[src/rtl/rtc_irq_pkg.sv]
package rtc_irq_pkg;

    typedef enum logic [0:0] {
        AL_IDLE  = 1'b0,
        AL_FIRED = 1'b1
    } al_state_t;

    typedef enum logic [1:0] {
        PR_OFF   = 2'd0,
        PR_ARMED = 2'd1,
        PR_PEND  = 2'd2
    } pr_state_t;

    // status layout: event bits start here, alarm bit sits just above them
    localparam int EV_LSB = 2;

endpackage

[src/rtl/rtc_alarm_cmp.sv]
module rtc_alarm_cmp #(
    parameter int FW = 8,
    parameter int NF = 6
) (
    input  logic [FW*NF-1:0] cur,
    input  logic [FW*NF-1:0] alm,
    output logic             hit
);

    logic [NF-1:0] eq;

    for (genvar gi = 0; gi < NF; gi++) begin : g_eq
        assign eq[gi] = (cur[gi*FW +: FW] == alm[gi*FW +: FW]);
    end

    assign hit = &eq;

endmodule

[src/rtl/rtc_alarm_unit.sv]
module rtc_alarm_unit
    import rtc_irq_pkg::*;
#(
    parameter int FW   = 8,
    parameter int NF   = 6,
    parameter int SELW = 3
) (
    input  logic             clk,
    input  logic             rst_n,
    input  logic             wr_en,
    input  logic [SELW-1:0]  wr_sel,
    input  logic [FW-1:0]    wr_data,
    input  logic             clr_req,
    input  logic             upd_stb,
    input  logic [FW*NF-1:0] cur_time,
    output logic [FW*NF-1:0] alm_regs,
    output logic             al_st
);

    al_state_t state_q, state_d;
    logic      hit;

    for (genvar gi = 0; gi < NF; gi++) begin : g_fld
        logic [FW-1:0] fld_q;
        always_ff @(posedge clk or negedge rst_n) begin
            if (!rst_n)
                fld_q <= '0;
            else if (wr_en && wr_sel == SELW'(gi))
                fld_q <= wr_data;
        end
        assign alm_regs[gi*FW +: FW] = fld_q;
    end

    rtc_alarm_cmp #(.FW(FW), .NF(NF)) cmp_i (
        .cur (cur_time),
        .alm (alm_regs),
        .hit (hit)
    );

    always_ff @(posedge clk or negedge rst_n) begin
        if (!rst_n) state_q <= AL_IDLE;
        else        state_q <= state_d;
    end

    always_comb begin
        state_d = state_q;
        unique case (state_q)
            AL_IDLE:  if (upd_stb && hit) state_d = AL_FIRED;
            AL_FIRED: if (!(upd_stb && hit) && clr_req) state_d = AL_IDLE;
            default:  state_d = AL_IDLE;
        endcase
    end

    always_comb begin
        al_st = (state_q == AL_FIRED);
    end

endmodule

[src/rtl/rtc_period_unit.sv]
module rtc_period_unit
    import rtc_irq_pkg::*;
#(
    parameter int NEV = 4,
    parameter int PSW = 2
) (
    input  logic           clk,
    input  logic           rst_n,
    input  logic           tmr_en,
    input  logic [PSW-1:0] psel,
    input  logic           upd_stb,
    input  logic [NEV-1:0] inc_flags,
    input  logic [NEV-1:0] clr_bits,
    output logic [NEV-1:0] ev_q,
    output logic           pend
);

    pr_state_t state_q, state_d;
    logic      sel_inc;
    logic      sel_clr;

    assign sel_inc = inc_flags[psel];
    assign sel_clr = clr_bits[psel];

    always_ff @(posedge clk or negedge rst_n) begin
        if (!rst_n)        ev_q <= '0;
        else if (!tmr_en)  ev_q <= '0;
        else if (upd_stb)  ev_q <= inc_flags;
    end

    always_ff @(posedge clk or negedge rst_n) begin
        if (!rst_n) state_q <= PR_OFF;
        else        state_q <= state_d;
    end

    always_comb begin
        state_d = state_q;
        if (!tmr_en) begin
            state_d = PR_OFF;
        end else if (upd_stb && sel_inc) begin
            state_d = PR_PEND;
        end else begin
            unique case (state_q)
                PR_OFF:   state_d = PR_ARMED;
                PR_ARMED: state_d = PR_ARMED;
                PR_PEND:  if (sel_clr) state_d = PR_ARMED;
                default:  state_d = PR_OFF;
            endcase
        end
    end

    always_comb begin
        pend = (state_q == PR_PEND);
    end

endmodule

[src/rtl/rtc_irq_unit.sv]
module rtc_irq_unit
    import rtc_irq_pkg::*;
#(
    parameter int FW  = 8,
    parameter int NF  = 6,
    parameter int NEV = 4
) (
    input  logic             clk,
    input  logic             rst_n,
    input  logic             upd_stb,
    input  logic [NEV-1:0]   inc_flags,
    input  logic [FW*NF-1:0] cur_time,
    input  logic             wr_en,
    input  logic [$clog2(NF+2)-1:0] wr_sel,
    input  logic [FW-1:0]    wr_data,
    input  logic [$clog2(NF+2)-1:0] rd_sel,
    output logic [FW-1:0]    rd_data,
    output logic             irq
);

    localparam int SELW   = $clog2(NF + 2);
    localparam int PSW    = $clog2(NEV);
    localparam int ENW    = PSW + 2;
    localparam int AL_BIT = EV_LSB + NEV;
    localparam logic [SELW-1:0] SEL_EN = SELW'(NF);
    localparam logic [SELW-1:0] SEL_ST = SELW'(NF + 1);

    logic [ENW-1:0]   en_q;
    logic [FW*NF-1:0] alm_regs;
    logic             al_st;
    logic [NEV-1:0]   ev_q;
    logic             pend;
    logic             st_wr;
    logic [FW-1:0]    st_vec;

    assign st_wr = wr_en && (wr_sel == SEL_ST);

    always_ff @(posedge clk or negedge rst_n) begin
        if (!rst_n)
            en_q <= '0;
        else if (wr_en && wr_sel == SEL_EN)
            en_q <= wr_data[ENW-1:0];
    end

    rtc_alarm_unit #(.FW(FW), .NF(NF), .SELW(SELW)) alarm_i (
        .clk      (clk),
        .rst_n    (rst_n),
        .wr_en    (wr_en),
        .wr_sel   (wr_sel),
        .wr_data  (wr_data),
        .clr_req  (st_wr && wr_data[AL_BIT]),
        .upd_stb  (upd_stb),
        .cur_time (cur_time),
        .alm_regs (alm_regs),
        .al_st    (al_st)
    );

    rtc_period_unit #(.NEV(NEV), .PSW(PSW)) period_i (
        .clk       (clk),
        .rst_n     (rst_n),
        .tmr_en    (en_q[PSW]),
        .psel      (en_q[PSW-1:0]),
        .upd_stb   (upd_stb),
        .inc_flags (inc_flags),
        .clr_bits  (st_wr ? wr_data[EV_LSB +: NEV] : '0),
        .ev_q      (ev_q),
        .pend      (pend)
    );

    always_comb begin
        st_vec                 = '0;
        st_vec[AL_BIT]         = al_st;
        st_vec[EV_LSB +: NEV]  = ev_q;
    end

    always_comb begin
        rd_data = '0;
        for (int i = 0; i < NF; i++) begin
            if (rd_sel == SELW'(i)) rd_data = alm_regs[i*FW +: FW];
        end
        if (rd_sel == SEL_EN) rd_data = FW'(en_q);
        if (rd_sel == SEL_ST) rd_data = st_vec;
    end

    assign irq = (al_st && en_q[PSW+1]) || pend;

endmodule

[config.mk]
export PLATFORM = sky130hd
export DESIGN_NAME = rtc_irq_unit
export DESIGN_NICKNAME = d
export VERILOG_FILES = /design/src/rtl/rtc_irq_pkg.sv /design/src/rtl/rtc_alarm_cmp.sv /design/src/rtl/rtc_alarm_unit.sv /design/src/rtl/rtc_period_unit.sv /design/src/rtl/rtc_irq_unit.sv
export SDC_FILE = /design/constraint.sdc
export NUM_CORES = 1
export LEC_CHECK = 0
export BUFFER_PORTS_ARGS = -buffer_cell sky130_fd_sc_hd__buf_2
export CAP_MARGIN = 40
export CORE_MARGIN = 2
export CORE_UTILIZATION = 56
export DETAILED_ROUTE_END_ITERATION = 10
export PLACE_DENSITY = 0.79
export SETUP_SLACK_MARGIN = 0.1
export SYNTH_ARGS = -nofsm -noshare
export SYNTH_HDL_FRONTEND = slang
export SYNTH_SLANG_ARGS = --single-unit
[constraint.sdc]
create_clock -name clk -period 3.5 [get_ports clk]
set_input_delay 0 -clock clk [delete_from_list [all_inputs] [get_ports clk]]
set_output_delay 0 -clock clk [all_outputs]
set_load 0.02 [all_outputs]
==> PnR_summary.wiki <==
{| class="wikitable"
! Metric !! Value
|-
| Synth Area per Inst || 11.5 um^2
|-
| Total area of multi-input combinational cells || 1850 um^2
|-
| Sequential power share || 41.4%
|-
| Cell accounting for the most synthesized area || sky130_fd_sc_hd__dfrtp_1
|-
| Antenna Violating Nets Remaining || 0
|-
| Post-layout nets || 458
|-
| Endpoint type of the worst setup path || output pin
|-
| Biggest cell delay along the critical path || 720 ps
|-
| Pre-antenna DRT Iters || 8
|-
| Sum Neg Setup Slack || 0 ps
|-
| Combinational family with the most area after synthesis || multiplexers
|-
| Adder-cell area share of the yosys netlist || 0%
|-
| Clock network fraction of total power || 34.2%
|-
| DRC || 0
|-
| Initial antenna violation count || 0
|-
| First-pass GRT wire length || 15.0 mm
|-
| Max H-tree Level || 3
|-
| Simple-gate area share of the yosys netlist || 11.5%
|-
| HP Class || in -> reg
|-
| Count of synthesis-stage warnings from yosys || 0
|-
| Cell-internal power || 1.67 mW
|-
| Top post-synthesis cells by area || sky130_fd_sc_hd__dfrtp_1, sky130_fd_sc_hd__mux2_2, sky130_fd_sc_hd__xnor2_1
|-
| Layout cells sized above 1 || 39.9%
|-
| Clock tree from TritonCTS || built
|-
| Worst Setup Slack, final || 1510 ps
|-
| Floorplan Core Area || 5920 um^2
|-
| Mux share of post-synthesis cell area || 22.5%
|-
| WP buf/inv || 2
|-
| Num CTS Buffers || 9
|-
| Fraction of power spent switching nets || 29.1%
|-
| Worst path required time || 3500 ps
|-
| Total power density per cell area || 558 nW/um^2
|-
| Fillers || 428
|-
| Worst-path clk slew || 70 ps
|-
| Worst-case vdd ir drop || 0.298 mV
|-
| Via count || 2871
|-
| Bufs on Longest Clock Path || 2
|-
| Number of inserted diodes || 0
|-
| Class of the most critical setup path || in -> out
|-
| Post-route clock period utilization || 56.8%
|-
| Vias in the first global route || 2861
|-
| Drt wl/cell || 20.7 um
|-
| Count of mapped cells out of synthesis || 299
|-
| Max Clock Skew || 3.94 ps
|-
| X dimension of the die || 82.2 um
|-
| Final number of hold-violating endpoints || 0
|-
| Placer congestion estimate || 0.947
|-
| Via-per-instance ratio || 6.13
|-
| Power, Total || 2.35 mW
|-
| Critical path fanouts, max || 27
|-
| Post-synthesis instance area || 3430 um^2
|-
| Critical Path, Cell by Cell || buf_2, nor2b_1, nand2_1, o21ai_0, a222oi_1, o21ai_0, buf_2
|-
| Initial cell density of the core || 57.9%
|-
| Minimum clock period after layout || 1990 ps
|-
| Post-Synth XOR/XNOR Area || 11.0%
|-
| P_sw || 0.683 mW
|-
| Skew-Pair Late Insertion Delay || 340 ps
|-
| Worst Setup Slack post-DPL || 1620 ps
|-
| Die boundary height || 82.2 um
|-
| Static leakage power || 1.90 nW
|-
| Post-CTS setup buffers || 0
|-
| Synth async-reset ratio || 100%
|-
| Area overhead of the layout relative to synthesis || 22.9%
|-
| Final hold slack || 10.0 ps
|-
| Run status || finished, final reports clean
|-
| Number of register bits inferred by synthesis || 59
|-
| Post-synthesis cell type count || 37
|-
| Maximum number of pins on one net before global-route repair || 32
|-
| Final core area utilization || 71.1%
|-
| Final Slew Violations || 0
|-
| PortBufs || 78
|-
| CP max-delay cell || sky130_fd_sc_hd__nor2b_1
|-
| Die area || 6760 um^2
|-
| Setup repair after global routing missed its margin || false
|-
| Count of flip-flops with a built-in enable after synthesis || 0
|-
| Root buffer cell || sky130_fd_sc_hd__clkbuf_8
|-
| Sequential-to-total area share from yosys stat || 43.1%
|-
| Transition at the pin with the smallest max-transition slack || 795 ps
|-
| Final count of negative-setup-slack endpoints || 0
|-
| Slew headroom || 46.9%
|-
| Overall overflow remaining after global route || 0
|-
| Comb pwr share || 24.4%
|-
| Aggregate routed wire length || 9.70 mm
|-
| Top cell type's share of synthesized area || 43.1%
|-
| Boundary Pins || 79
|-
| Post-detail-place hpwl || 6.88 mm
|-
| Total routing resource utilization after global routing || 31.0%
|-
| Initial drt markers || 365
|-
| Max-cap violation count || 0
|-
| Fraction of the mapped netlist area in compound gates || 8.98%
|-
| Count of standard-cell rows || 28
|-
| Worst Path Arrival || 1990 ps
|-
| Synthesized netlist net count || 369
|-
| Largest delay share family, worst path || simple AND/OR/NAND/NOR gates
|-
| Max Clock Freq || 503 MHz
|-
| Clk sink count || 59
|-
| CP startpoint kind || primary input
|-
| Most used flip-flop cell after synthesis || sky130_fd_sc_hd__dfrtp_1
|-
| Area used by sequential logic in the layout || 1480 um^2
|}
registers in the layout, indices dropped and copies added, names as in the netlist:
| register | count |
|---|---|
| alarm_i.g_fld.fld_q | 48 |
| en_q | 4 |
| alarm_i.al_st | 1 |
| period_i.state_q | 2 |
| period_i.ev_q | 4 |
synthesized netlist by cell type, drive strengths merged (5+ instances only):
cell	count
a222oi	6
o21ai	17
xnor2	36
nor2	8
nor2b	9
dfrtp	59
buf	9
nand4	11
a21oi	7
mux2i	14
inv	10
xor2	7
nor4	5
mux2	50
nand2	14
a21o	7
area by class of cell:
type	instances	area share [%]
repair buffers	89	11.7
well taps	75	2.23
inverters	10	0.891
clock inverters	4	2.26
clock buffers	12	3.92
flip-flops and latches	59	35.1
multi-input cells	219	43.9
routing by layer:
layer	wire length (um)	track usage, %	part of all wire [%]	vias up
li1	-	-	-	1267
met1	4030	42.6	42	1399
met2	4400	46.4	45	178
met3	990	8.80	10	27
met4	278	12.7	2.9	0
met5	0	0	0	-
through the flow:
stage          area (um^2)  std cells
2_1_floorplan         3430        299
3_3_place_gp          3860        442
3_5_place_dp          3870        444
4_1_cts               4210        468
5_1_grt               4210        468
6_report              4210        468
worst min-delay path, cell delays in order:
cell	delay [ps]
sky130_fd_sc_hd__buf_2	160
sky130_fd_sc_hd__nand2_1	70
sky130_fd_sc_hd__o21ai_0	80
what timing repair did:
item,CTS,global route
resized for setup,0,0
hold buffers,8,0
endpoints found under the hold margin,45,0
power by group through the flow:
stage | logic (mW) | registers (mW) | clock network [mW]
2_1_floorplan | 0.403 | 0.935 | 0
3_3_place_gp | 0.543 | 0.969 | 0
3_5_place_dp | 0.558 | 0.981 | 0
4_1_cts | 0.571 | 0.969 | 0.806
5_1_grt | 0.621 | 0.992 | 0.834
6_report | 0.573 | 0.974 | 0.804
cell usage in the layout (no fill, tap or decap), types with 5 or more instances in the layout:
master,n
sky130_fd_sc_hd__xor2_1,7
sky130_fd_sc_hd__a21oi_1,7
sky130_fd_sc_hd__clkbuf_8,12
sky130_fd_sc_hd__nor2b_1,8
sky130_fd_sc_hd__nor2_1,8
sky130_fd_sc_hd__o21ai_0,17
sky130_fd_sc_hd__nor4_1,5
sky130_fd_sc_hd__mux2i_1,14
sky130_fd_sc_hd__mux2_2,50
sky130_fd_sc_hd__xnor2_1,36
sky130_fd_sc_hd__a222oi_1,6
sky130_fd_sc_hd__nand4_1,11
sky130_fd_sc_hd__buf_2,78
sky130_fd_sc_hd__dfrtp_1,59
sky130_fd_sc_hd__nand2_1,14
sky130_fd_sc_hd__inv_1,10
sky130_fd_sc_hd__a21o_1,7
sky130_fd_sc_hd__dlygate4sd3_1,8
logic make-up (layout without fill, tap and decap cells):
kind of cell,Yosys count,after routing
and+or+nand+nor,62,62
xor gates and xnor gates,43,43
AOI/OAI and AO/OA,47,47
muxes,67,67
buffers and inverters,21,115
DFF,59,59
final timing paths:
check                      slack [ps]                                     to                                  start  depth (start not counted)
min                                10  alarm_i.g_fld[0].fld_q[0]$_DFFE_PN0P_                             wr_data[0]                          3
min in group asynchronous         240  alarm_i.g_fld[1].fld_q[1]$_DFFE_PN0P_                                  rst_n                          2
max                              1510                             rd_data[5]                              rd_sel[0]                          7
max reg2reg                      2000        period_i.state_q[1]$_DFFE_PN0P_                    en_q[0]$_DFFE_PN0P_                          4
min reg2reg                       550  alarm_i.g_fld[5].fld_q[5]$_DFFE_PN0P_  alarm_i.g_fld[5].fld_q[5]$_DFFE_PN0P_                          1
max in group asynchronous        2390           period_i.ev_q[0]$_DFFE_PN0P_                                  rst_n                          3
No activity file was read; power rests on OpenSTA's default activity.
